**src/rtl/spare_remap.sv**
```systemverilog
module spare_remap #(
  parameter int AW = 16,
  parameter int DW = 16,
  parameter int ENTRIES = 16,
  localparam int IW = $clog2(ENTRIES)
) (
  input  logic          clk,
  input  logic          rst_n,
  input  logic          lock,
  input  logic          ld_en,
  input  logic [IW-1:0] ld_idx,
  input  logic [AW-1:0] ld_addr,
  input  logic          ld_valid,
  input  logic          req_valid,
  input  logic          req_we,
  input  logic [AW-1:0] req_addr,
  input  logic [DW-1:0] req_wdata,
  output logic [DW-1:0] rsp_rdata,
  output logic          dram_req,
  output logic          dram_we,
  output logic [AW-1:0] dram_addr,
  output logic [DW-1:0] dram_wdata,
  input  logic [DW-1:0] dram_rdata
);

  logic [AW-1:0]      tag_a [ENTRIES];
  logic [ENTRIES-1:0] tag_v;
  logic [DW-1:0]      spare [ENTRIES];
  logic [DW-1:0]      spare_q;
  logic               hit, hit_q;
  logic [IW-1:0]      hit_idx;

  always_comb begin
    hit = 1'b0;
    hit_idx = '0;
    for (int i = ENTRIES - 1; i >= 0; i--) begin
      if (tag_v[i] && tag_a[i] == req_addr) begin
        hit = 1'b1;
        hit_idx = IW'(i);
      end
    end
  end

  always_ff @(posedge clk or negedge rst_n) begin
    if (!rst_n) begin
      tag_v <= '0;
      for (int i = 0; i < ENTRIES; i++) tag_a[i] <= '0;
    end else if (ld_en && !lock) begin
      tag_v[ld_idx] <= ld_valid;
      tag_a[ld_idx] <= ld_addr;
    end
  end

  always_ff @(posedge clk) begin
    if (req_valid && hit && req_we) spare[hit_idx] <= req_wdata;
  end

  always_ff @(posedge clk or negedge rst_n) begin
    if (!rst_n) begin
      hit_q   <= 1'b0;
      spare_q <= '0;
    end else begin
      hit_q <= req_valid && hit;
      if (req_valid && hit && !req_we) spare_q <= spare[hit_idx];
    end
  end

  assign dram_req   = req_valid && !hit;
  assign dram_we    = req_we;
  assign dram_addr  = req_addr;
  assign dram_wdata = req_wdata;
  assign rsp_rdata  = hit_q ? spare_q : dram_rdata;

  assert_locked_table_R3: assert property (@(posedge clk) disable iff (!rst_n)
    $past(lock) |-> $stable(tag_v));

  assert_load_valid_R2: assert property (@(posedge clk) disable iff (!rst_n)
    (ld_en && !lock) |=> tag_v[$past(ld_idx)] == $past(ld_valid));

  assert_load_addr_R2: assert property (@(posedge clk) disable iff (!rst_n)
    (ld_en && !lock && ld_valid) |=> tag_a[$past(ld_idx)] == $past(ld_addr));

  assert_dram_needs_req_R6: assert property (@(posedge clk) disable iff (!rst_n)
    dram_req |-> req_valid);

  assert_miss_selects_dram_R7: assert property (@(posedge clk) disable iff (!rst_n)
    dram_req |=> !hit_q);

  assert_hit_selects_spare_R4: assert property (@(posedge clk) disable iff (!rst_n)
    (req_valid && !dram_req) |=> hit_q);

endmodule

```
**config.mk**
```make
export PLATFORM = sky130hd
export DESIGN_NAME = spare_remap
export DESIGN_NICKNAME = d
export VERILOG_FILES = /design/src/rtl/spare_remap.sv
export SDC_FILE = /design/constraint.sdc
export NUM_CORES = 1
export LEC_CHECK = 0
export BUFFER_PORTS_ARGS = -buffer_cell sky130_fd_sc_hd__clkbuf_2
export CAP_MARGIN = 20
export CELL_PAD_IN_SITES_DETAIL_PLACEMENT = 0
export CELL_PAD_IN_SITES_GLOBAL_PLACEMENT = 1
export CORE_MARGIN = 2
export CORE_UTILIZATION = 25
export CTS_CLUSTER_DIAMETER = 80
export DETAILED_ROUTE_END_ITERATION = 7
export HOLD_SLACK_MARGIN = 0.1
export PLACE_DENSITY_LB_ADDON = 0.1
export REMOVE_ABC_BUFFERS = 1
export SLEW_MARGIN = 10
export SYNTH_ARGS = -nofsm -noshare
export SYNTH_HDL_FRONTEND = slang
export SYNTH_SLANG_ARGS = --single-unit
```
**constraint.sdc**
```tcl
create_clock -name clk -period 7.6 [get_ports clk]
set_clock_uncertainty 0.15 [all_clocks]
set_input_delay 1.14 -clock clk [delete_from_list [all_inputs] [get_ports clk]]
set_output_delay 1.14 -clock clk [all_outputs]
set_load 0.02 [all_outputs]
```
==> impl_metrics.json <==
{
  "outcome": "complete, no violations",
  "slew_headroom": 0.298,
  "cp.required_ns": 7.92,
  "fmax_ghz": 0.172,
  "syn_to_final_growth_pct": 17.5,
  "port_buffers": 124,
  "critPathKind": "in -> reg",
  "ioPinCount": 125,
  "postCtsHoldBufs": 0,
  "dr.pass1.iters": 5,
  "synth.top_cell.area_share": 0.298,
  "clock_power_share": 0.428,
  "ir_drop_mv": 0.174,
  "yosys.area_share.simple": 0.0980,
  "path_depth": 13,
  "clockBufferDepth": 3,
  "clk_latency_ns": 0.63,
  "drt-wirelength-per-cell_microns": 26.4,
  "vias": 16939,
  "postSynthAreaPerCell_sq_um": 13.0,
  "n_fill_cell": 10385,
  "pwr_density_cell_nw_per_um2": 264,
  "startpoint_type": "input pin",
  "hold_path.class": "reg -> reg",
  "rsz0062_at_grt": "no",
  "synth_top_area_cell": "edfxtp_1",
  "r2r_cells": 12,
  "hold_viol_final": 0,
  "drc": 0,
  "seq_area_frac_synth": 0.579,
  "pwr-share-seq": 0.448,
  "finalNetCount": 2160,
  "cts-root-buf": "clkbuf_16",
  "cpPeakStageDelay_ns": 0.76,
  "cpMaxStageDelayCell": "a2111oi_0",
  "multi_input_area_sq_um": 10100,
  "ys_warn_count": 0,
  "power_switching_mw": 2.09,
  "setup_viol": 0,
  "grt_overflow_total": 0,
  "synthMuxAreaShare": 0.140,
  "vias_per_cell": 4.83,
  "synth_top_family_by_area": "multiplexers",
  "clock_sinks": 545,
  "grt_pass1_wl_microns": 133000,
  "ys_types": 59,
  "place.gp.congestion": 0.783,
  "p_leak_nw": 11.6,
  "post_cts_resized": 0,
  "cts_buffers": 72,
  "synth_xor_area_frac": 0.0870,
  "die_area_sq_um": 106000,
  "grtUsageTotal": 0.174,
  "p_int_mw": 5.89,
  "seq_area_sq_um": 14900,
  "synth-seq-cells": 545,
  "synth_fa_ha_area_frac": 0,
  "synth_cells": 1985,
  "crit_path_max_fanout": 22,
  "antenna_found_initial": 6,
  "routed_wl_microns": 92600,
  "synth_common_cells": "mux2_2 (294), dfrtp_1 (289), edfxtp_1 (256)",
  "cp_data_arrival_time_ns": 6.12,
  "synth_compound_area_frac": 0.0614,
  "cts_setup_buffers": 0,
  "grt_pass1_vias": 17935,
  "fin_crit_sh": 0.764,
  "power_frac_comb": 0.124,
  "die_w_microns": 325,
  "drive_above_1_share": 0.292,
  "path_cells": "clkbuf_2 -> buf_4 -> xor2_1 -> or4b_1 -> nor4_1 -> nand4_1 -> o211ai_1 -> a31oi_4 -> nor2_1 -> buf_4 -> o211ai_1 -> a2111oi_0 -> a21oi_1",
  "drv_cap": 0,
  "p_sw_frac": 0.262,
  "min_period_ns": 5.80,
  "htree_levels": 3,
  "start_util": 0.252,
  "min_path_cells": 1,
  "antenna_left": 0,
  "async_flop_share": 0.530,
  "netlist_area_sq_um": 25800,
  "cts_tree": "built",
  "critical_path_buf_inv_count": 3,
  "die_y_microns": 325,
  "yosysMostFrequentCell": "mux2_2",
  "yosys-top-cells-area": "edfxtp_1 (30%), dfrtp_1 (28%), mux2_2 (13%)",
  "worst_slew_pin_slew_ns": 1.05,
  "tns_ns": 0,
  "core.rowCount": 117,
  "drtIter0Drc": 1101,
  "p_total_mw": 7.99,
  "crit_family": "simple AND/OR/NAND/NOR gates",
  "grt_max_degree": 133,
  "synth_edf_count": 256,
  "clk_pin_slew_ns": 0.05,
  "dp_hpwl_microns": 57900,
  "endpoint_kind": "flop",
  "placeableCoreArea_sq_um": 102000,
  "drv_slew": 0,
  "ys.flop_type": "dfrtp_1"
}
power by group through the flow:
stage	Combinational, mW	Clock, mW	Sequential [mW]
finish	0.987	3.42	3.58
floorplan	0.625	0	3.58
detailed placement	1.00	0	3.63
global route	1.08	3.63	3.61
global placement	0.999	0	3.63
CTS	1.00	3.53	3.58
cell families (layout without fill, tap and decap cells):
kind of cell	after synthesis	after routing
flops	545	545
buf+inv	166	322
xor+xnor	256	256
mux	320	320
other cells	0	1
compound gates	255	255
simple gates	443	443
worst register-to-register path: stages, from the launching register on:
cell	delay, ns
dfrtp_1	0.39
xor2_1	0.16
or4_1	0.53
nor4_1	0.59
nand2_1	0.16
and2_1	0.27
a2111o_2	0.50
buf_4	0.35
buf_4	0.44
nand3_1	0.21
a21oi_1	0.08
a2111oi_0	0.85
a21oi_1	0.18
cell usage in the layout (no fill, tap or decap), drive strengths merged, types with 2 or more instances in the layout:
cell type / Yosys / layout
or4: 10 / 10
or4b: 10 / 10
a21oi: 96 / 96
a31o: 2 / 2
nand4: 43 / 43
nor4: 47 / 47
and2: 4 / 4
buf: 98 / 64
o211ai: 18 / 18
nand3: 97 / 97
clkinv: 0 / 15
o21ai: 86 / 86
and4: 6 / 6
inv: 5 / 10
nor3b: 6 / 6
a2111oi: 34 / 34
nor3: 23 / 23
and4b: 9 / 9
bufinv: 0 / 5
or3: 2 / 2
a31oi: 2 / 2
and3: 5 / 5
xor2: 143 / 143
nor2b: 8 / 8
nand4b: 20 / 20
xnor2: 113 / 113
mux2: 320 / 320
clkbuf: 63 / 227
dfrtp: 289 / 289
edfxtp: 256 / 256
o21a: 4 / 4
a211oi: 3 / 3
nand2b: 2 / 2
or2: 2 / 2
nand2: 83 / 83
nor4b: 19 / 19
nor2: 45 / 45
area by class of cell:
class | instances | share of cell area
diodes | 1 | 0.0000827
repair buffers | 187 | 0.0377
clock inverters | 26 | 0.0103
multi-input cells | 1274 | 0.334
clock buffers | 104 | 0.0679
inverters | 5 | 0.000620
flip-flops and latches | 545 | 0.493
well taps | 1368 | 0.0566
sequential cells by signal, summed over array words and instances, names as in the netlist:
| signal | flops |
|---|---|
| spare | 256 |
| tag_a | 256 |
| spare_q | 16 |
| tag_v | 16 |
| hit_q | 1 |
routing by layer:
metal | track usage | share of wire | wire [microns] | vias to the layer above
met5 | 0 | 0.00011 | 10 | -
met4 | 0.0505 | 0.027 | 2480 | 2
met3 | 0.0246 | 0.038 | 3490 | 132
met2 | 0.295 | 0.49 | 45000 | 363
met1 | 0.230 | 0.45 | 41700 | 8886
li1 | - | - | - | 7556
per-stage QoR:
step / instance area (sq um) / util / cells / setup slack [ns] / hold WS, ns
after floorplan: 24900 / - / 1824 / 1.74 / 0.339
after global placement: 27900 / 0.273 / 3379 / 1.20 / 0.357
after detailed placement: 27900 / 0.273 / 3379 / 1.23 / 0.364
after CTS: 30300 / 0.296 / 3509 / 1.83 / 0.376
after global routing: 30300 / 0.296 / 3509 / 1.56 / 0.382
final: 30300 / 0.296 / 3510 / 1.80 / 0.371
worst paths after layout:
check | startpoint | to | slack [ns]
min | tag_a[87] | tag_a[87] | 0.37
max in group asynchronous | rst_n | spare_q[8] | 5.28
min in group asynchronous | rst_n | tag_a[159] | 0.45
max reg2reg | tag_a[72] | spare_q[5] | 2.59
max | req_addr[3] | spare_q[5] | 1.80
min reg2reg | tag_a[87] | tag_a[87] | 0.37
No activity file was read; power rests on OpenSTA's default activity.
